## src/rtl/pcd_pkg.sv

```systemverilog
package pcd_pkg;

    localparam logic [7:0] PFX_BYTE   = 8'hAF;
    localparam logic [7:0] OPC_WRITE  = 8'h20;
    localparam logic [7:0] OPC_COPY   = 8'h6A;
    localparam logic [7:0] CTRL_ADDR  = 8'hFF;
    localparam logic [7:0] CTRL_LOCK  = 8'h00;
    localparam logic [7:0] CTRL_UNLK  = 8'hFF;

    // Register indices with fixed meaning
    localparam int REG_DEPTH  = 8'h00;
    localparam int REG_HPIX   = 8'h0F;
    localparam int REG_VPIX   = 8'h17;
    localparam int REG_PCLK   = 8'h1B;
    localparam int REG_BASE16 = 8'h20;
    localparam int REG_BASE8  = 8'h26;
    localparam int TIMING_WORDS = 10;

    typedef enum logic [2:0] {
        S_IDLE,
        S_OPC,
        S_ADDR,
        S_DATA,
        S_COPY
    } fr_state_e;

endpackage

```

## src/rtl/pcd_framer.sv

```systemverilog
module pcd_framer
    import pcd_pkg::*;
#(
    parameter int ADDR_BYTES = 3
) (
    input  logic                    clk,
    input  logic                    rst_n,
    input  logic                    byte_v,
    input  logic [7:0]              byte_d,
    output logic                    wr_v,
    output logic [7:0]              wr_addr,
    output logic [7:0]              wr_data,
    output logic                    cpy_v,
    output logic [8*ADDR_BYTES-1:0] cpy_src,
    output logic [7:0]              cpy_len,
    output logic [8*ADDR_BYTES-1:0] cpy_dst,
    output logic                    err
);

    localparam int PAY_BYTES = 2 * ADDR_BYTES + 1;
    localparam int FW        = 8 * PAY_BYTES;
    localparam int SHW       = FW - 8;
    localparam int CW        = $clog2(PAY_BYTES);
    localparam int AW        = 8 * ADDR_BYTES;

    typedef struct packed {
        fr_state_e       st;
        logic [CW-1:0]   cnt;
        logic [7:0]      addr;
        logic [SHW-1:0]  sh;
        logic            cv;
        logic [FW-1:0]   cf;
        logic            err;
    } fr_t;

    fr_t q, d;

    always_comb begin
        d    = q;
        d.cv = 1'b0;
        if (byte_v) begin
            case (q.st)
                S_IDLE: begin
                    if (byte_d == PFX_BYTE) d.st = S_OPC;
                    else                    d.err = 1'b1;
                end
                S_OPC: begin
                    if (byte_d == OPC_WRITE) begin
                        d.st = S_ADDR;
                    end else if (byte_d == OPC_COPY) begin
                        d.st  = S_COPY;
                        d.cnt = '0;
                    end else if (byte_d == PFX_BYTE) begin
                        d.st = S_OPC;   // previous prefix was padding
                    end else begin
                        d.err = 1'b1;
                        d.st  = S_IDLE;
                    end
                end
                S_ADDR: begin
                    d.addr = byte_d;
                    d.st   = S_DATA;
                end
                S_DATA: begin
                    d.st = S_IDLE;
                end
                S_COPY: begin
                    d.sh = {q.sh[SHW-9:0], byte_d};
                    if (q.cnt == CW'(PAY_BYTES - 1)) begin
                        d.cv = 1'b1;
                        d.cf = {q.sh, byte_d};
                        d.st = S_IDLE;
                    end else begin
                        d.cnt = q.cnt + 1'b1;
                    end
                end
                default: d.st = S_IDLE;
            endcase
        end
    end

    always_ff @(posedge clk) begin
        if (!rst_n) begin
            q <= '0;
        end else begin
            q <= d;
        end
    end

    assign wr_v    = byte_v && (q.st == S_DATA);
    assign wr_addr = q.addr;
    assign wr_data = byte_d;
    assign cpy_v   = q.cv;
    assign cpy_src = q.cf[FW-1 -: AW];
    assign cpy_len = q.cf[AW +: 8];
    assign cpy_dst = q.cf[AW-1:0];
    assign err     = q.err;

endmodule

```

## src/rtl/pcd_regbank.sv

```systemverilog
module pcd_regbank
    import pcd_pkg::*;
#(
    parameter int NREG = 64
) (
    input  logic                 clk,
    input  logic                 rst_n,
    input  logic                 wr_v,
    input  logic [7:0]           wr_addr,
    input  logic [7:0]           wr_data,
    output logic [NREG-1:0][7:0] act,
    output logic                 locked,
    output logic                 commit
);

    localparam int         IW    = (NREG > 1) ? $clog2(NREG) : 1;
    localparam logic [8:0] LIMIT = 9'(NREG);

    typedef struct packed {
        logic [NREG-1:0][7:0] sh;
        logic [NREG-1:0][7:0] act;
        logic                 lk;
        logic                 cm;
    } rb_t;

    rb_t q, d;

    always_comb begin
        d    = q;
        d.cm = 1'b0;
        if (wr_v) begin
            if (wr_addr == CTRL_ADDR) begin
                if (wr_data == CTRL_LOCK) begin
                    d.lk = 1'b1;
                end else if (wr_data == CTRL_UNLK) begin
                    d.act = q.sh;
                    d.lk  = 1'b0;
                    d.cm  = 1'b1;
                end
            end else if ({1'b0, wr_addr} < LIMIT) begin
                d.sh[wr_addr[IW-1:0]] = wr_data;
                if (!q.lk) d.act[wr_addr[IW-1:0]] = wr_data;
            end
        end
    end

    always_ff @(posedge clk) begin
        if (!rst_n) begin
            q <= '0;
        end else begin
            q <= d;
        end
    end

    assign act    = q.act;
    assign locked = q.lk;
    assign commit = q.cm;

endmodule

```

## src/rtl/pcd_fieldmap.sv

```systemverilog
module pcd_fieldmap
    import pcd_pkg::*;
#(
    parameter int NREG = 64
) (
    input  logic [NREG-1:0][7:0]       act,
    output logic [7:0]                 depth_sel,
    output logic [23:0]                base16,
    output logic [23:0]                base8,
    output logic [15:0]                hpix,
    output logic [15:0]                vpix,
    output logic [15:0]                pclk5k,
    output logic [16*TIMING_WORDS-1:0] timing_bus,
    output logic [8*NREG-1:0]          bank_flat
);

    assign depth_sel = act[REG_DEPTH];
    assign hpix      = {act[REG_HPIX], act[REG_HPIX+1]};
    assign vpix      = {act[REG_VPIX], act[REG_VPIX+1]};
    assign pclk5k    = {act[REG_PCLK+1], act[REG_PCLK]};
    assign base16    = {act[REG_BASE16], act[REG_BASE16+1], act[REG_BASE16+2]};
    assign base8     = {act[REG_BASE8], act[REG_BASE8+1], act[REG_BASE8+2]};
    assign bank_flat = act;

    for (genvar gi = 0; gi < TIMING_WORDS; gi++) begin : g_tw
        localparam int A = (gi < 7) ? (1 + 2 * gi) : (8'h11 + 2 * (gi - 7));
        assign timing_bus[16*gi +: 16] = {act[A], act[A+1]};
    end

endmodule

```

## src/rtl/pcd_cmd_decoder.sv

```systemverilog
module pcd_cmd_decoder
    import pcd_pkg::*;
#(
    parameter int NREG       = 64,
    parameter int ADDR_BYTES = 3
) (
    input  logic                       clk,
    input  logic                       rst_n,
    input  logic                       in_valid,
    input  logic [7:0]                 in_data,
    output logic                       in_ready,
    output logic                       err_flag,
    output logic                       locked,
    output logic                       commit,
    output logic                       copy_valid,
    output logic [8*ADDR_BYTES-1:0]    copy_src,
    output logic [7:0]                 copy_len,
    output logic [8*ADDR_BYTES-1:0]    copy_dst,
    output logic [7:0]                 depth_sel,
    output logic [23:0]                base16,
    output logic [23:0]                base8,
    output logic [15:0]                hpix,
    output logic [15:0]                vpix,
    output logic [15:0]                pclk5k,
    output logic [16*TIMING_WORDS-1:0] timing_bus,
    output logic [8*NREG-1:0]          active_regs
);

    logic                 wr_v;
    logic [7:0]           wr_addr;
    logic [7:0]           wr_data;
    logic [NREG-1:0][7:0] act;

    assign in_ready = 1'b1;

    pcd_framer #(.ADDR_BYTES(ADDR_BYTES)) u_framer (
        .clk     (clk),
        .rst_n   (rst_n),
        .byte_v  (in_valid && in_ready),
        .byte_d  (in_data),
        .wr_v    (wr_v),
        .wr_addr (wr_addr),
        .wr_data (wr_data),
        .cpy_v   (copy_valid),
        .cpy_src (copy_src),
        .cpy_len (copy_len),
        .cpy_dst (copy_dst),
        .err     (err_flag)
    );

    pcd_regbank #(.NREG(NREG)) u_bank (
        .clk     (clk),
        .rst_n   (rst_n),
        .wr_v    (wr_v),
        .wr_addr (wr_addr),
        .wr_data (wr_data),
        .act     (act),
        .locked  (locked),
        .commit  (commit)
    );

    pcd_fieldmap #(.NREG(NREG)) u_map (
        .act        (act),
        .depth_sel  (depth_sel),
        .base16     (base16),
        .base8      (base8),
        .hpix       (hpix),
        .vpix       (vpix),
        .pclk5k     (pclk5k),
        .timing_bus (timing_bus),
        .bank_flat  (active_regs)
    );

endmodule

```

## config.mk

```make
export PLATFORM = sky130hd
export DESIGN_NAME = pcd_cmd_decoder
export DESIGN_NICKNAME = d
export VERILOG_FILES = /design/src/rtl/pcd_pkg.sv /design/src/rtl/pcd_framer.sv /design/src/rtl/pcd_regbank.sv /design/src/rtl/pcd_fieldmap.sv /design/src/rtl/pcd_cmd_decoder.sv
export SDC_FILE = /design/constraint.sdc
export NUM_CORES = 2
export LEC_CHECK = 0
export BUFFER_PORTS_ARGS = -buffer_cell sky130_fd_sc_hd__buf_2
export CAP_MARGIN = 20
export CORE_AREA = 8 8 323 325
export CTS_CLUSTER_DIAMETER = 120
export DETAILED_ROUTE_END_ITERATION = 10
export DIE_AREA = 0 0 331 333
export MAX_ROUTING_LAYER = met4
export PLACE_DENSITY = 0.86
export SYNTH_ARGS = -nofsm -noshare
export SYNTH_HDL_FRONTEND = slang
export SYNTH_SLANG_ARGS = --single-unit
```

## constraint.sdc

```tcl
create_clock -name clk -period 5.11 [get_ports clk]
set_input_delay 0.511 -clock clk [delete_from_list [all_inputs] [get_ports clk]]
set_output_delay 0.511 -clock clk [all_outputs]
set_load 0.01 [all_outputs]
```

* Yosys cells after proc, flatten, opt, wreduce, memory -nomap -nowiden
Index checks and enable logic that the tools add are counted.
** Storage, ports and cells
- Logic and storage cells :: 207
- Memories :: 0
- Bits in read-only memories :: 0
- Register bits :: 1146
- Memory bits (writable) :: 0
- Input port bits :: 11
- Bits in latches :: 0
** Operators by class
- Reduce and logical (&&, ||, !) cells :: 19
- Multiply operators :: 0
- Magnitude comparators :: 3
- Muxes and demuxes :: 25
- Eq/ne operators :: 19
- Add/sub/neg operators :: 1
- Div/mod/pow operators :: 0
- Shift operators :: 0
- Bitwise operators :: 3
** Operator list (count)
- $mux 512 :: 4
- $bwmux 512 :: 2
- $mux 514 :: 1
- $mux 57 :: 1
- $demux 8 s6 :: 1
- $eq 8x8->1 const B :: 3
- $mux 3 :: 7
- $reduce_and 3->1 :: 5
- $ne 2x2->1 const B :: 6
- $pmux 3 s4 :: 1
- $reduce_and 5->1 :: 2
- $eq 8x6->1 const B :: 1
- $eq 8x7->1 const B :: 1
- $logic_not 8->1 :: 1
- $lt 8x7->1 const B :: 1
- $mux 8 :: 1
- $reduce_bool 2->1 :: 4
- $lt 6x7->1 const B :: 1
- $eq 3x2->1 const B :: 2
- $eq 3x3->1 const B :: 2
- $ge 6x1->1 const B :: 1
- $ne 2x1->1 const B :: 3
- $pmux 3 s2 :: 1
- $mux 1 :: 5
- other kinds (9) :: 13

* Depth between registers and ports, before layout
- Depth in word-level cells :: 8
- Mapped depth :: 9
- Mapped depth without buffers :: 6

* Hierarchy
A second synthesis with hierarchy kept.
** Unflattened totals
- Cells, all modules :: 6285
- Area, all modules :: 58830.2 µm²
** Modules (own cells, without submodules)
- pcd_regbank :: cells each 4886, times used 1, area an instance 48073.6 µm²
- pcd_fieldmap :: cells each 776, times used 1, area an instance 5825.6 µm²
- pcd_framer :: cells each 621, times used 1, area an instance 4919.7 µm²
- pcd_cmd_decoder :: cells each 2, times used 1, area an instance 11.3 µm²

* Least setup slack after synthesis
No wires, ideal clock.
- Path type :: input port to flip-flop
- From :: in in_data[6]
- To :: reg u_bank.q, in the netlist u_bank.act[288]
- Arrival :: 2.037 ns
- Path buffers :: 4
- Slack :: 2.993 ns
- Cell stages on the path :: 8
- Data required time :: 5.030 ns
- Path through :: buf_4 nand4_2 nor4_1 buf_4 buf_2 clkbuf_1 a211oi_1 a211oi_2
** On the way
- Longest elaborated chain between the ends :: 3
- Elaborated cells on any way between the ends :: 5
- Those cells by class :: 3 x eq/ne; 2 x reduce/logical
** RTL lines
- from (decl) :: RTL line pcd_cmd_decoder.sv:10 : input logic [7:0] in_data,
- $eq 8x8->1 or $logic_not 8->1 (tied branches) :: RTL line pcd_regbank.sv:35, pcd_regbank.sv:33
- $ne 2x2->1 (no line)
- $reduce_and 5->1 (no line) (*)
- to (signal assigned) :: RTL line pcd_regbank.sv:49 : q <= '0;
- to (signal assigned) :: RTL line pcd_regbank.sv:51 : q <= d;
- to (decl) :: RTL line pcd_regbank.sv:26 : rb_t q, d;
Every way passes the cells marked *; elsewhere a longest branch is shown, timed or not.
A chain may end at the register's enable or synchronous reset.

* Final worst setup path
- From :: reg u_framer.q, in the netlist u_framer.wr_addr[5]
- To :: reg u_bank.q, in the netlist u_bank.act[265]
** On the way
- Longest elaborated chain between the ends :: 8
- Elaborated cells on any way between the ends :: 16
- Those cells by class :: 3 x order compare; 4 x eq/ne; 6 x mux; 3 x reduce/logical
** RTL lines
- from (decl) :: RTL line pcd_framer.sv:36 : fr_t q, d;
- from (signal assigned) :: RTL line pcd_framer.sv:84 : q <= '0;
- from (signal assigned) :: RTL line pcd_framer.sv:86 : q <= d;
- $lt 6x7->1 (not written as such) or $ge 6x1->1 (tied branches) :: RTL line pcd_regbank.sv:42 : if (!q.lk) d.act[wr_addr[IW-1:0]] = wr_data;
- $logic_and 1x1->1 (not written as such) :: RTL line pcd_regbank.sv:42
- $mux 8 (not written as such) :: RTL line pcd_regbank.sv:42
- $demux 8 s6
- $bwmux 512 :: RTL line pcd_regbank.sv:42
- $mux 512 :: RTL line pcd_regbank.sv:42
- $mux 512 :: RTL line pcd_regbank.sv:40 : end else if ({1'b0, wr_addr} < LIMIT) begin
- $mux 512 :: RTL line pcd_regbank.sv:32 : if (wr_addr == CTRL_ADDR) begin
Several ways; a longest one is shown, not always the timed one. The select of a mux whose other input is x is not followed.

==> results.md <==
* Status: complete, no violations
* Chip width at 331 um
* Final worst path period need at 3.27 ns
* Seq/Total Area, Yosys at 0.409
* Pleak at 0.0254 uW
* Clk sinks at 1,146
* GRT overflow at 0
* CP top delay family: buffers and inverters
* Htree depth at 3
* FMAX at 306 MHz
* Hold Path Stages at 3
* Port Buffer Count at 846
* Switching power at 4010 uW
* Crit-path slowest cell: dfxtp_2
* Internal Pwr Total at 14,200 uW
* Number of cells on the critical path at 7
* Crit Path Class: flip-flop to flip-flop
* Worst hold path type: input pin to flip-flop
* CTS clk-pin slew, worst paths at 0.07 ns
* Layout cells sized above 1 at 0.249
* RSZ-0062 raised after global routing: false
* Relative slew slack at 0.213
* Initial antenna violation count at 1
* Largest net degree at the start of global routing at 159
* Largest buffer count on any clock path at 3
* Vias per std cell at 6.56
* CTS tree: built
* Std-Cell Rows at 116
* Syn avg cell area at 9.58 um^2
* Top Ports at 848
* Vias in the first global route at 43,027
* Gr usage total at 0.304
* Mapped Area at 56,100 um^2
* Arrival @ worst endpoint at 3.90 ns
* Die H at 333 um
* Slowest stage delay, CP at 0.69 ns
* Clock Tree Root: clkbuf_16
* DRC Markers at 0
* DR iter-0 viols at 5,445
* Layout Skew at 0.0333 ns
* Synth Instances at 5,849
* First-pass GRT wire length at 261,000 um
* Synth warnings at 0
* Total Die Area at 110,000 um^2
* CP cell instances: nand4_1, buf_4, nor4_2, buf_12, buf_4, a22oi_1, a211oi_1
* Max Slew Vio Count at 0
* Routed WL at 175,000 um
* Yosys cell types at 60
* Post-CTS Hold Buffers at 0
* Synthesized flop and latch total at 1,146
* GPL Wtd Cong at 0.875
* Data required, critical path at 5.73 ns
* Post-synthesis async set-or-reset flop share at 0
* Max IR drop VDD at 323 uV
* Initial Util at 0.565
* Main synth FF type: dfxtp_1
* Syn-to-layout area delta at 3.96%
* Switching share of power at 0.221
* Power Total at 18,200 uW
* Core area at 99,300 um^2
* Post-route ant nets at 0
* Worst hold slack at 0.174 ns
* TritonRoute pass-1 iters at 6
* EDFF count, synth at 0
* Power Density at 312 nW/um^2
* Endpoint class of the critical path: flip-flop
* Syn_nets at 5,862
* Nets@finish at 5,511
* DR vias at 45,198
* TNS Setup at 0 ns
* Final setup viols at 0
* Hold Violations, Final at 0
* Fin crit share at 0.640
* Most used cell, CP: buf_4
* Final setup margin at 1.84 ns
* CTS resizes at 0
* R2R cell count at 7
* Per-cell routed wire length at 25.5 um
* Clk_lat worst skew at 0.72 ns
* Startpoint types: flip-flop
* Post-CTS Setup Inserts at 0
* Total CTS buffers at 112
* Least-Margin Pin Slew at 1.17 ns
* MaxCap Viol Count at 0
* Sequential Power Share at 0.491
* Combinational power share at 0.023
* DP Wirelength at 112,000 um
* Setup WS pre-CTS at 1.68 ns
* Crit path buf inv count at 3
* Max FO, Critical Path at 105
* # fillers at 8,004
* Clk pwr share at 0.486
[registers in the layout, summed over array words and instances (netlist names)]
register,flops
u_framer.wr_addr,8
u_framer.err,1
u_bank.q,512
u_framer.cpy_len,8
u_bank.act,512
u_framer.cpy_src,24
u_bank.commit,1
u_framer.cpy_v,1
u_framer.cpy_dst,24
u_framer.q,54
u_bank.locked,1
[worst min-delay path: stages]
cell and delay (ns):
buf_6 0.17, mux2i_1 0.09, nor2_1 0.07
[cells in the final DEF, fill, tap and decap left out, drive strengths merged, types with 4 or more instances in the layout]
cell type | synthesis | final
and4b | 5 | 5
a31o | 58 | 58
a211oi | 952 | 952
a31oi | 8 | 8
dfxtp | 1146 | 1146
nor4b | 4 | 4
inv | 26 | 31
a21oi | 116 | 116
or4b | 4 | 4
a22o | 7 | 7
o211a | 40 | 40
nand3 | 11 | 11
buf | 955 | 930
a32oi | 49 | 49
a22oi | 440 | 440
nand2 | 244 | 244
mux2i | 516 | 516
nand2b | 10 | 10
o221ai | 6 | 6
and2 | 5 | 5
nand4 | 71 | 71
nor4 | 67 | 67
clkinv | 0 | 30
nand4bb | 5 | 5
clkinvlp | 0 | 6
bufinv | 0 | 18
a32o | 9 | 9
nor4bb | 6 | 6
or3 | 4 | 4
nor2 | 581 | 581
nand4b | 7 | 7
nor3 | 9 | 9
o21ai | 7 | 7
clkbuf | 440 | 144
a211o | 16 | 16
[synth_stat cells (all sizes together) (5+ instances only)]
library cell	n	area, um^2
clkbuf	440	1650
a21oi	116	581
o21ai	7	46.3
dfxtp	1146	22900
nor4bb	6	60.1
a31oi	8	50.1
nand4bb	5	56.3
nand2	244	916
a31o	58	587
and2	5	31.3
nor4	67	1340
a22oi	440	3300
a211oi	952	7450
nor3	9	45.0
o211a	40	400
o221ai	6	52.6
and4b	5	50.1
a32oi	49	429
buf	955	6990
nor2	581	2190
mux2i	516	5160
a211o	16	140
inv	26	97.6
a22o	7	61.3
nand3	11	55.1
nand2b	10	62.6
nand4	71	788
a32o	9	90.1
nand4b	7	86.3
[logic make-up (layout without fill, tap and decap cells)]
group	after synthesis	count (layout)	share of synthesized area
AND/OR/NAND/NOR	1047	1047	0.106
AO/OA/AOI/OAI	1716	1716	0.236
other	1	2	0.0000669
flip-flops	1146	1146	0.409
buffers and inverters	1421	1159	0.156
multiplexers	516	516	0.0921
adder cells (fa/ha/maj)	2	2	0.000446
[per-layer routing]
metal / track usage / part of all wire
met1: 0.366 / 0.38
met2: 0.468 / 0.46
met3: 0.0746 / 0.11
met4: 0.164 / 0.056
met5: - / 0
[layout make-up]
class                      count  area, um^2  share of cell area
clock inverter                59         850              0.0146
timing repair buffer         930        5170              0.0887
antenna                        1        2.50           0.0000429
multi-input combinational   3282       24500               0.420
tap                         1298        1620              0.0279
sequential                  1146       22900               0.394
inverter                      26         105             0.00180
clock buffer                 144        3090              0.0531
[through the flow]
| stage | util | cell area, um^2 | instances |
|---|---|---|---|
| final | 0.587 | 58300 | 6886 |
| after global routing | 0.587 | 58300 | 6886 |
| after CTS | 0.587 | 58300 | 6885 |
| after detailed placement | 0.547 | 54300 | 6682 |
| after global placement | 0.547 | 54300 | 6682 |
| after floorplan | - | 56100 | 5849 |
[power groups by stage]
stage | registers (uW) | clock network [uW] | logic [uW]
2_1_floorplan | 9130 | 0 | 261
4_1_cts | 8930 | 8910 | 398
5_1_grt | 8930 | 9270 | 423
3_3_place_gp | 9130 | 0 | 393
3_5_place_dp | 9130 | 0 | 397
6_report | 8930 | 8850 | 411
[path summary, 6_finish.rpt]
check | startpoint | endpoint | slack, ns
max | u_framer.wr_addr[5] | u_bank.act[265] | 1.84
min | in_data[6] | u_bank.q[776] | 0.17
max reg2reg | u_framer.wr_addr[5] | u_bank.act[265] | 1.84
min reg2reg | u_framer.cpy_dst[19] | u_framer.cpy_dst[19] | 0.45
Note: power is estimated with default switching activity, not from simulation.
